--- config.mk ---
export PLATFORM = sky130hd
export DESIGN_NAME = bridge_mem_window_dec
export DESIGN_NICKNAME = d
export VERILOG_FILES = /design/src/rtl/bridge_mem_window_dec.sv
export SDC_FILE = /design/constraint.sdc
export NUM_CORES = 1
export LEC_CHECK = 0
export ABC_AREA = 1
export BUFFER_PORTS_ARGS = -buffer_cell sky130_fd_sc_hd__buf_4
export CAP_MARGIN = 15
export CORE_ASPECT_RATIO = 1.25
export CORE_MARGIN = 5
export CORE_UTILIZATION = 53
export DETAILED_ROUTE_END_ITERATION = 10
export PLACE_DENSITY_LB_ADDON = 0.25
export SLEW_MARGIN = 10
export SYNTH_ARGS = -nofsm -noshare
export SYNTH_HDL_FRONTEND = slang
export SYNTH_SLANG_ARGS = --single-unit
--- constraint.sdc ---
create_clock -name clk -period 2.13 [get_ports clk]
set_clock_uncertainty 0.1 [all_clocks]
set_input_delay 0.426 -clock clk [delete_from_list [all_inputs] [get_ports clk]]
set_output_delay 0.426 -clock clk [all_outputs]
set_load 0.02 [all_outputs]
--- src/rtl/bridge_mem_window_dec.sv ---
module bridge_mem_window_dec #(
  parameter int IDX_W  = 6,
  parameter int NP_IDX = 8,
  parameter int PF_IDX = 9,
  parameter int UP_IDX = 10
) (
  input  logic             clk,
  input  logic             rst_n,
  input  logic [IDX_W-1:0] reg_idx,
  input  logic             reg_wr,
  input  logic [3:0]       reg_be,
  input  logic [31:0]      reg_wdata,
  output logic [31:0]      reg_rdata,
  input  logic             mem_en,
  input  logic             master_en,
  input  logic             dec_valid,
  input  logic             dec_upstream,
  input  logic [63:0]      dec_addr,
  output logic             out_valid,
  output logic             out_np_hit,
  output logic             out_pf_hit,
  output logic             out_forward,
  output logic             out_accept
);
  localparam logic [3:0] IND64 = 4'h1;

  logic [11:0] np_base, np_lim, pf_base, pf_lim;
  logic [31:0] pf_up;

  wire wr_np = reg_wr && reg_idx == IDX_W'(NP_IDX);
  wire wr_pf = reg_wr && reg_idx == IDX_W'(PF_IDX);
  wire wr_up = reg_wr && reg_idx == IDX_W'(UP_IDX);

  always_ff @(posedge clk) begin
    if (!rst_n) begin
      np_base <= '0;
      np_lim  <= '0;
      pf_base <= '0;
      pf_lim  <= '0;
      pf_up   <= '0;
    end else begin
      if (wr_np) begin
        if (reg_be[0]) np_base[3:0]  <= reg_wdata[7:4];
        if (reg_be[1]) np_base[11:4] <= reg_wdata[15:8];
        if (reg_be[2]) np_lim[3:0]   <= reg_wdata[23:20];
        if (reg_be[3]) np_lim[11:4]  <= reg_wdata[31:24];
      end
      if (wr_pf) begin
        if (reg_be[0]) pf_base[3:0]  <= reg_wdata[7:4];
        if (reg_be[1]) pf_base[11:4] <= reg_wdata[15:8];
        if (reg_be[2]) pf_lim[3:0]   <= reg_wdata[23:20];
        if (reg_be[3]) pf_lim[11:4]  <= reg_wdata[31:24];
      end
      if (wr_up)
        for (int b = 0; b < 4; b++)
          if (reg_be[b]) pf_up[8*b +: 8] <= reg_wdata[8*b +: 8];
    end
  end

  always_comb begin
    reg_rdata = '0;
    if (reg_idx == IDX_W'(NP_IDX))      reg_rdata = {np_lim, 4'h0, np_base, 4'h0};
    else if (reg_idx == IDX_W'(PF_IDX)) reg_rdata = {pf_lim, IND64, pf_base, IND64};
    else if (reg_idx == IDX_W'(UP_IDX)) reg_rdata = pf_up;
  end

  wire [11:0] a_mb  = dec_addr[31:20];
  wire        np_in = dec_addr[63:32] == 32'h0 && a_mb >= np_base && a_mb < np_lim;
  wire        pf_in = dec_addr[63:32] == pf_up && a_mb >= pf_base && a_mb < pf_lim;
  wire        any_in = np_in || pf_in;

  always_ff @(posedge clk) begin
    if (!rst_n) begin
      out_valid   <= 1'b0;
      out_np_hit  <= 1'b0;
      out_pf_hit  <= 1'b0;
      out_forward <= 1'b0;
      out_accept  <= 1'b0;
    end else begin
      out_valid   <= dec_valid;
      out_np_hit  <= dec_valid && np_in;
      out_pf_hit  <= dec_valid && pf_in;
      out_forward <= dec_valid && !dec_upstream && any_in && mem_en;
      out_accept  <= dec_valid && dec_upstream && !any_in && master_en;
    end
  end

  AST_IND_READONLY: assert property (@(posedge clk) disable iff (!rst_n)
    reg_idx == IDX_W'(PF_IDX) |-> reg_rdata[19:16] == IND64 && reg_rdata[3:0] == IND64);
  AST_NP_RESERVED_ZERO: assert property (@(posedge clk) disable iff (!rst_n)
    reg_idx == IDX_W'(NP_IDX) |-> reg_rdata[19:16] == 4'h0 && reg_rdata[3:0] == 4'h0);
  AST_FWD_NEEDS_MSE: assert property (@(posedge clk) disable iff (!rst_n)
    out_forward |-> $past(mem_en) && !$past(dec_upstream) && (out_np_hit || out_pf_hit));
  AST_ACC_NEEDS_BME: assert property (@(posedge clk) disable iff (!rst_n)
    out_accept |-> $past(master_en) && $past(dec_upstream) && !out_np_hit && !out_pf_hit);
  AST_IDLE_QUIET: assert property (@(posedge clk) disable iff (!rst_n)
    !out_valid |-> !out_np_hit && !out_pf_hit && !out_forward && !out_accept);
  AST_EMPTY_NP: assert property (@(posedge clk) disable iff (!rst_n)
    (np_base == np_lim) && dec_valid |=> !out_np_hit);
  AST_PF_UPPER: assert property (@(posedge clk) disable iff (!rst_n)
    dec_valid && dec_addr[63:32] != pf_up |=> !out_pf_hit);
endmodule

=== Word level (Yosys, flattened, before mapping) ===
Index checks and enable logic that the tools add are counted.

* Bits in registers: 85
* Input port bits: 113
* Output and inout bits: 37
* Logic and storage cells: 59

* Order comparisons: 4
* Equal/unequal tests: 4
* Mux-type cells: 3
* Reductions and logical operators: 31

{| class="wikitable"
|+ Operators with widths
! kind !! count
|-
| 2-to-1 mux 32 bit || 3
|-
| == test 32 bit || 1
|-
| zero test 32 bit || 1
|-
| greater-or-equal comparator 12 bit || 2
|-
| less-than comparator 12 bit || 2
|-
| AND reduction 2 bit || 12
|-
| == test 6 x 4 -> 1 bit (second input constant) || 3
|-
| logical AND 1 bit || 15
|-
| zero test 1 bit || 2
|-
| logical OR 1 bit || 1
|}

=== Logic depth before layout (Yosys ltp) ===
Gate-level depths: netlist (run 1).

* Depth after elaboration: 7
* Gate-level depth with buffers: 12
* Depth with buffers taken out: 12

=== Worst setup path before layout (run 1) ===
No wires, ideal clock.

* Path kind: input port to output port
* Start point: input port reg_idx[5]
* End point: output port reg_rdata[0]
* Data arrival time: 1.582 ns
* Data required time: 1.604 ns
* Slack: 0.022 ns
* Stages on the path: 6
* Buffers on the path: 1
* Path through: nor2_1 -> inv_2 -> nor2_1 -> nand4_2 -> clkbuf_1 -> o21ai_0

* Longest elaborated chain between the ends: 4
* Elaborated cells on any way between the ends: 6
* Classes of those cells: eq/ne (3); mux (3)

{| class="wikitable"
|+ RTL lines
! element !! line !! RTL
|-
| from (decl) || 9 || <nowiki>input logic [IDX_W-1:0] reg_idx,</nowiki>
|-
| == test 6 x 4 -> 1 bit || 64 || <nowiki>else if (reg_idx == IDX_W'(UP_IDX)) reg_rdata = pf_up;</nowiki>
|-
| 2-to-1 mux 32 bit || 64 ||
|-
| 2-to-1 mux 32 bit || 63 || <nowiki>else if (reg_idx == IDX_W'(PF_IDX)) reg_rdata = {pf_lim, IND64, pf_base, IND64};</nowiki>
|-
| 2-to-1 mux 32 bit (*) || 62 || <nowiki>if (reg_idx == IDX_W'(NP_IDX)) reg_rdata = {np_lim, 4'h0, np_base, 4'h0};</nowiki>
|-
| to (decl) || 13 || <nowiki>output logic [31:0] reg_rdata,</nowiki>
|}

Every way passes the cells marked *; elsewhere a longest branch is shown, timed or not.

=== Final worst setup path (run 1) ===
* Start point: input port reg_idx[4]
* End point: output port reg_rdata[31]

The elaborated chain is that of the path after synthesis.

==> results of run 1 <==
==> synth_stat cells, types with 2 or more instances <==
library cell  count  share of area
dfxtp_1          85           0.33
nand2_1         175           0.13
a21oi_1         100          0.096
clkbuf_1         13         0.0094
nand3_1          13          0.012
buf_6             4         0.0086
inv_1           132          0.095
a21boi_0          2         0.0029
nand4_1           4         0.0048
nor3_1            6         0.0058
xnor2_1           2         0.0034
o21ai_0          88          0.085
o21bai_1          2         0.0029
ha_1             46           0.11
nand2_4           2         0.0043
buf_2             6         0.0058
o221ai_1         20          0.034
o21ai_2           2         0.0034
nor2_4            3         0.0065
o211ai_1          4         0.0058
nand2_2           9          0.011
nor2_1           44          0.032
==> through the flow <==
stage          setup TNS, ps  worst slack [ps]  utilization  cell area [sq um]
2_1_floorplan              0              21.5            -               5210
3_3_place_gp            -801             -59.7        0.662               6360
3_5_place_dp           -1540             -89.6        0.662               6360
4_1_cts                 -202             -27.3        0.711               6830
5_1_grt                -1480             -82.9        0.732               7040
6_report               -53.1             -26.7        0.732               7040
==> final cells by class <==
class                   instances  area, sq um
flip-flops and latches         85         1700
clock inverters                 6          111
well taps                     126          158
clock buffers                  10          229
inverters                     133          504
repair buffers                151         1260
fillers                       765         2570
multi-input cells             526         3070
==> worst max-delay path, delay by kind of cell <==
kind / cells / cell delay, ps
compound gates: 1 / 220
buf+inv: 5 / 570
simple gates: 3 / 430
==> where the power goes <==
| group | internal, mW | total (mW) | switching [mW] |
|---|---|---|---|
| registers | 1.60 | 1.60 | 0.00348 |
| logic | 0.227 | 0.493 | 0.266 |
| clock network | 1.15 | 1.80 | 0.655 |
| total | 2.97 | 3.89 | 0.924 |
==> logic make-up after synthesis <==
family                   Yosys count  synth area share
AND/OR/NAND/NOR                  259             0.209
AO/OA/AOI/OAI                    218             0.229
XOR/XNOR                           3           0.00504
flip-flops                        85             0.327
buffers and inverters            156             0.120
adder cells (fa/ha/maj)           46             0.110
==> layout by cell type (no fill, tap or decap), drive strengths merged <==
cell | netlist | final
inv | 133 | 133
clkinvlp | 0 | 1
a21boi | 2 | 2
xor2 | 1 | 1
ha | 46 | 46
a21oi | 100 | 100
o21bai | 2 | 2
o21ai | 90 | 90
o211ai | 4 | 4
clkbuf | 13 | 11
nand3b | 1 | 1
nor3 | 7 | 7
xnor2 | 2 | 2
nand4 | 5 | 5
bufinv | 0 | 3
buf | 10 | 150
nand3 | 13 | 13
nand2 | 186 | 186
nor2 | 47 | 47
o221ai | 20 | 20
dfxtp | 85 | 85
clkinv | 0 | 2
==> sequential cells by signal (all words and copies together), names as in the netlist <==
name	flops
np_base	12
pf_up	32
np_lim	12
out_np_hit	1
out_forward	1
out_pf_hit	1
out_valid	1
out_accept	1
pf_lim	12
pf_base	12
==> how the worst max path moves through the flow <==
| stage | start | end | slack [ps] |
|---|---|---|---|
| final | reg_idx[4] | reg_rdata[31] | -30 |
| after global routing | reg_idx[4] | reg_rdata[8] | -80 |
| after CTS | reg_idx[5] | reg_rdata[8] | -30 |
| after detailed placement | reg_idx[2] | reg_rdata[5] | -90 |
| after global placement | reg_idx[5] | reg_rdata[8] | -60 |
| after floorplan | reg_idx[5] | reg_rdata[0] | 20 |
==> layer usage <==
layer,vias to the layer above,GRT usage
li1,2783,-
met1,2582,0.316
met2,236,0.467
met3,59,0.0529
met4,0,0.156
met5,-,0
==> repair_timing <==
action	in CTS	in global routing
gates resized for setup	19	30
buffers inserted	3	2
pin swaps	2	7
endpoints found under the setup margin	23	28
gates cloned	1	1
==> run metrics, run 1 <==
final setup margin -26.7 ps; Largest stage delay, worst path 220 ps; cts hold-fix bufs 0; clk root buf clkbuf_16; ratio of cells with drive above 1 in the final layout 0.231; Die Y 121 um; wl on met1 6450 um; FP Rows 40; CP max FO 5; Rel. slew slack 0.763; Synth Register Bits 85; metal2 WL 8520 um; slowest CP cell nor3_4; clock-pin transition on the worst setup and hold timing paths 60 ps; clock sinks 85; final cycle utilization of the critical path 1.01; fin cells 1037; Via density 5.46; Core Area 9610 sq um; hold depth 3; Min Hold Slack 238 ps; post-synthesis sequential area ratio 0.327; min Tclk post-route 2160 ps; hold crit path type in -> reg; failing checks negative setup slack; I/O pin total 150; n_diodes 0; Cell Chain, Critical Path buf_6 -> nor2_4 -> inv_2 -> nor3_4 -> nand2_2 -> buf_6 -> buf_12 -> o221ai_4 -> buf_6; Final Setup Violations 4; f_max 464 MHz; Die Wd 98.7 um; Syn Nets 926; post-route ant nets 0; via count 5660; Cells after DPL 1014; power density over the cells 554 nW/um^2; CP dominant cell by count buf_6; outcome complete, but fails checks; met3 WL 1130 um; grt total ovfl 0; R2R Setup Slk 130 ps; largest net degree at the start of global routing 39; Post-synth EDFFs 0; Routability Congestion 0.975; uppermost routed layer met4; crit path DAT 1630 ps; RSZ-0062 raised after global routing true; r2r worst-path depth 10; Max Cap Viol 0; Distinct cells, synth 27; number of buffers added on ports 129; # nets final 1065; Worst-Skew Late Latency 340 ps; Min-Delay Endpoint out_forward$_SDFF_PN0_; Layout area overhead 35.0%; drt total wl 16900 um; Final Hold Viols 0; hold_sp mem_en; startpoint type of the worst setup path input port; CTS Buf Count 9; initial antenna violation count 0; endpoint type of the worst setup path output pin; TritonRoute pass-1 iters 4; vias in the first global route 5657; Top FF cell, synth dfxtp_1; Synth Warn # 0; DRT iter0 DRCs 332; Required @ worst endpoint 1600 ps; r2r endpoint out_accept$_SDFF_PN0_; Worst Tran Pin Value 356 ps; Max Slew Vio Count 0; RR Startpoint pf_lim[11]$_SDFFE_PN0P_; Initial Utilization 0.542; DP HPWL 12500 um; Cell Area, Synth 5210 sq um; Mean Syn Cell Area 6.79 sq um; maximum vdd drop 0.420 mV; global-route wire length before repair 26100 um; clock tree from TritonCTS yes; ys async rst share 0; clk buf depth 2; Die ar. 11900 sq um; Leakage 3.09 nW; type of the worst setup path in -> out; H-tree depth 3; gr usage total 0.273; Gate Count Post-Synth 767; DR WL/cell 16.3 um; Tot Pwr 3.89 mW; DRC viols 0
(Power assumes the default switching activity.)
==> run 2, diff against run 1 <==
--- a/config.mk
+++ b/config.mk
@@ -5,12 +5,11 @@
 export SDC_FILE = /design/constraint.sdc
 export NUM_CORES = 1
 export LEC_CHECK = 0
-export ABC_AREA = 1
 export BUFFER_PORTS_ARGS = -buffer_cell sky130_fd_sc_hd__buf_4
 export CAP_MARGIN = 15
 export CORE_ASPECT_RATIO = 1.25
 export CORE_MARGIN = 5
-export CORE_UTILIZATION = 53
+export CORE_UTILIZATION = 54
 export DETAILED_ROUTE_END_ITERATION = 10
 export PLACE_DENSITY_LB_ADDON = 0.25
 export SLEW_MARGIN = 10
==> run metrics, run 2 <==
outcome complete, but fails checks; failing checks negative setup slack; min Tclk post-route 2180 ps; Top FF cell, synth dfxtp_1; Multi-input gate area 3790 sq um; synth cell count leaders 85 x dfxtp_1, 67 x nand2_1, 57 x nor2_1; final cycle utilization of the critical path 1.02; most frequent cells in the layout 173 x buf_4, 78 x dfxtp_1, 67 x nand2_1, 53 x mux2i_1, 49 x nand3_1; CTS Buf Count 9; endpoint type of the worst setup path flop; Max Slew Vio Count 0; ratio of cells with drive above 1 in the final layout 0.315; most common cell after layout, fill and taps aside buf_4; Worst-Skew Late Latency 350 ps; number of buffers added on ports 129; Mean Syn Cell Area 8.26 sq um; DRT iter0 DRCs 294; startpoint type of the worst setup path flop; hold crit path type in -> reg; Worst Tran Pin Value 495 ps; Gate Count Post-Synth 670; initial antenna violation count 0; synth top area cells dfxtp_1 31%, ha_1 10%, mux2i_1 10%, xnor2_1 4.9%, nand2_1 4.5%; max reg flops 32; clk buf depth 2; DRC viols 0; final setup margin -47.8 ps; grt total ovfl 0; I/O pin total 150; Die Wd 101 um; Max Cap Viol 0; RSZ-0062 raised after global routing true; fin cells 963; dpl cell area 7100 sq um; gr usage total 0.308; clock-pin transition on the worst setup and hold timing paths 70 ps; Required @ worst endpoint 2270 ps; Final Setup Violations 2; Post-synth EDFFs 0; largest net degree at the start of global routing 53; largest reg by FF count pf_up; vias in the first global route 5768; clock tree from TritonCTS yes; Finished Cell Area 7600 sq um; post-synthesis sequential area ratio 0.307; via count 5648; clk root buf clkbuf_16; maximum vdd drop 0.393 mV; area leader, netlist dfxtp_1; n_diodes 0; Leakage 3.07 nW; Layout area overhead 37.4%; Synth Warn # 0; ys async rst share 0; clock sinks 85; H-tree depth 3; # nets final 988; register area 1710 sq um; Die ar. 12400 sq um; Cells after DPL 946; Initial Utilization 0.551; post-route ant nets 0; DR WL/cell 19.7 um; CP max FO 3; most numerous cell in the Yosys netlist dfxtp_1; Cell Area, Synth 5540 sq um; crit path DAT 2320 ps; Core Area 10100 sq um; Yosys top cell area share 0.307; Routability Congestion 0.974; Die Y 123 um; power density over the cells 518 nW/um^2; drt total wl 19000 um; DP HPWL 14500 um; setup_tns -71.8 ps; Min Hold Slack 167 ps; Rel. slew slack 0.670; Syn Nets 829; Synth Register Bits 85; Via density 5.87; f_max 459 MHz; FP Rows 41; Distinct cells, synth 40; TritonRoute pass-1 iters 6; Final Hold Viols 0; global-route wire length before repair 29400 um; Tot Pwr 3.94 mW; FILL cells 722; type of the worst setup path reg -> reg
-- run 2: changes by cell type in the layout (fill, tap and decap cells not counted), moves of 26 or more --
| cell | before | now |
|---|---|---|
| nand3_1 | 13 | 49 |
| o21ai_0 | 87 | 6 |
| xnor2_1 | 2 | 31 |
| buf_4 | 133 | 173 |
| a21boi_0 | 2 | 28 |
| nor2b_1 | 0 | 36 |
| a21oi_1 | 100 | 31 |
| mux2i_1 | 0 | 53 |
| inv_1 | 130 | 47 |
| nand2_1 | 173 | 67 |
-- run 2: stage by stage --
step	worst slack (ps)	utilization
after floorplan	-11.5	-
after global routing	-107	0.756
after detailed placement	-416	0.706
after CTS	-84.3	0.750
final	-47.8	0.756
after global placement	-356	0.706
-- run 2: logic make-up after synthesis --
kind of cell | share of synthesized area
AOI/OAI and AO/OA | 0.135
xor gates and xnor gates | 0.0506
adders and majority gates | 0.104
buffers and inverters | 0.0601
DFF | 0.307
muxes | 0.101
and+or+nand+nor | 0.241
-- run 2: area by class of cell --
type / count / area share
Multi-Input combinational cell: 503 / 0.498
Timing Repair Buffer: 181 / 0.187
Clock buffer: 11 / 0.0332
Tap cell: 129 / 0.0212
Sequential cell: 85 / 0.225
Clock inverter: 5 / 0.0109
Inverter: 49 / 0.0242
-- run 2: power by group --
| part | total, mW | leakage [nW] | switching, mW | internal, mW |
|---|---|---|---|---|
| clock | 1.77 | 0.166 | 0.675 | 1.09 |
| sequential | 1.60 | 0.688 | 0.00370 | 1.59 |
| combinational | 0.576 | 2.21 | 0.290 | 0.286 |
-- run 2: what timing repair did --
action                                  CTS  global route
hold buffers                              0             0
resized for setup                        25            16
endpoints found under the setup margin   29             8
setup buffers                             1             0
cloned                                    0             0
pin swaps                                 9             9
-- run 2: worst paths after layout --
check,startpoint,slack [ps],cells past startpoint,end
hold / removal,dec_upstream,170,2,out_forward$_SDFF_PN0_
setup / recovery,np_lim[8]$_SDFFE_PN0P_,-50,8,out_forward$_SDFF_PN0_
hold reg to reg,np_lim[0]$_SDFFE_PN0P_,370,2,np_lim[0]$_SDFFE_PN0P_
setup reg to reg,np_lim[8]$_SDFFE_PN0P_,-50,8,out_forward$_SDFF_PN0_
-- run 2: per-layer routing --
layer / GRT usage / wire length, um
met1: 0.350 / 7150
met5: 0 / 0
met4: 0.172 / 1080
met2: 0.544 / 9650
met3: 0.0519 / 1120
-- run 2: critical path, cell delays in order (launching register included) --
cell and delay (ps):
dfxtp_2 330, inv_1 40, ha_1 300, and4_4 170, nand3_2 90, o2111ai_2 120, a2111oi_2 300, nand4_1 250
a2111oi_2 360
==> run 3, diff against run 2 <==
--- a/config.mk
+++ b/config.mk
@@ -7,9 +7,11 @@
 export LEC_CHECK = 0
 export BUFFER_PORTS_ARGS = -buffer_cell sky130_fd_sc_hd__buf_4
 export CAP_MARGIN = 15
+export CELL_PAD_IN_SITES_DETAIL_PLACEMENT = 0
+export CELL_PAD_IN_SITES_GLOBAL_PLACEMENT = 1
 export CORE_ASPECT_RATIO = 1.25
 export CORE_MARGIN = 5
-export CORE_UTILIZATION = 54
+export CORE_UTILIZATION = 39
 export DETAILED_ROUTE_END_ITERATION = 10
 export PLACE_DENSITY_LB_ADDON = 0.25
 export SLEW_MARGIN = 10
==> run metrics, run 3 (same netlist as run 2, synthesis figures left out) <==
Leakage 3.26 nW; n_diodes 0; Max Cap Viol 0; largest reg by FF count pf_up; CP max FO 7; Comb pwr share 0.163; clock sinks 85; final cycle utilization of the critical path 1.03; DRT iter0 DRCs 298; Die Wd 117 um; Final Util 0.584; final setup margin -72.5 ps; Cell Chain, Critical Path buf_6 -> or4b_4 -> buf_12 -> buf_12 -> nor2_4 -> buf_6; H-tree depth 3; RSZ-0062 raised after global routing true; most common cell after layout, fill and taps aside buf_4; global-route wire length before repair 30200 um; Largest stage delay, worst path 590 ps; I/O pin total 150; maximum vdd drop 0.341 mV; pre-CTS WS -492 ps; Via density 5.34; Worst-Skew Late Latency 340 ps; power density over the cells 470 nW/um^2; grt total ovfl 0; outcome complete, but fails checks; slowest CP cell or4b_4; DRC viols 0; Net Switching 959 uW; sequential share of power 0.420; Final Hold Viols 0; drt total wl 19900 um; Layout area overhead 46.3%; most frequent cells in the layout 174 x buf_4, 74 x dfxtp_1, 66 x nand2_1, 56 x mux2i_1, 49 x nand3_1; Required @ worst endpoint 1600 ps; gr usage total 0.236; DR WL/cell 19.2 um; endpoint type of the worst setup path output pin; Initial Utilization 0.399; largest net degree at the start of global routing 46; max reg flops 32; Min Hold Slack 157 ps; DP HPWL 15600 um; f_max 454 MHz; hold crit path type in -> reg; min Tclk post-route 2200 ps; ratio of cells with drive above 1 in the final layout 0.342; Die ar. 16700 sq um; startpoint type of the worst setup path input port; failing checks negative setup slack; setup_tns -1170 ps; via count 5537; Bufs and invs on worst path 4; CTS Buf Count 9; Max Slew Vio Count 0; switching fraction of total power 0.252; top cell family by delay on the critical path simple AND/OR/NAND/NOR gates; FILL cells 1250; Die Y 143 um; Rel. slew slack 0.663; Worst Tran Pin Value 503 ps; initial antenna violation count 0; clk root buf clkbuf_16; type of the worst setup path in -> out; Core Area 13900 sq um; TritonRoute pass-1 iters 5; crit path DAT 1680 ps; post-route ant nets 0; number of buffers added on ports 129; clock-pin transition on the worst setup and hold timing paths 60 ps; clock tree from TritonCTS yes; # nets final 1016; FP Rows 48; cts hold-fix bufs 0; clk buf depth 2; clock power share 0.417; vias in the first global route 5638; Routability Congestion 0.854; Tot Pwr 3.80 mW; Cell Int Power 2.84 mW; Final Setup Violations 24
[run 3: changes by cell type in the layout (fill, tap and decap cells not counted), sizes merged]
cell | previous run | this run
clkinv | 3 | 2
clkinvlp | 0 | 1
clkbuf | 11 | 12
bufinv | 2 | 1
buf | 181 | 209
[run 3: path summary, 6_finish.rpt]
path,endpoint,depth (start not counted),slack [ps],startpoint
worst max-delay path,reg_rdata[15],6,-70,reg_idx[5]
worst min-delay path,out_forward$_SDFF_PN0_,2,160,dec_upstream
worst max register to register,out_accept$_SDFF_PN0_,7,-70,pf_lim[2]$_SDFFE_PN0P_
worst min register to register,np_lim[2]$_SDFFE_PN0P_,2,380,np_lim[2]$_SDFFE_PN0P_
[run 3: power groups by stage]
stage	Clock [mW]	Combinational, mW	Sequential, mW
after global placement	0	0.548	1.63
after CTS	1.62	0.598	1.60
final	1.59	0.621	1.60
after floorplan	0	0.232	1.63
after detailed placement	0	0.561	1.63
after global routing	1.68	0.665	1.60
[run 3: per-layer routing]
metal,vias to the layer above,routed length [um],track usage
met4,0,633,0.103
met2,204,9360,0.392
li1,2680,-,-
met5,-,0,0
met1,2616,8590,0.308
met3,37,1290,0.0229
[run 3: timing repair]
item	4_1_cts	5_1_grt
gates resized for setup	58	27
endpoints found under the setup margin	35	30
cloned	3	0
hold endpoints to repair	0	0
buffers inserted	2	0
pin swaps	13	16
[run 3: through the flow]
stage / area [sq um] / cells
6_report: 8100 / 1037
5_1_grt: 8100 / 1037
4_1_cts: 7970 / 1037
3_5_place_dp: 7360 / 1017
3_3_place_gp: 7360 / 1017
2_1_floorplan: 5710 / 670
[run 3: layout make-up]
type	instances	area, sq um	area share
multi-input cells	503	3870	0.478
repair buffers	209	1810	0.224
flip-flops and latches	85	1720	0.212
clock buffers	12	246	0.0304
well taps	175	219	0.0270
inverters	49	184	0.0227
clock inverters	4	47.5	0.00587
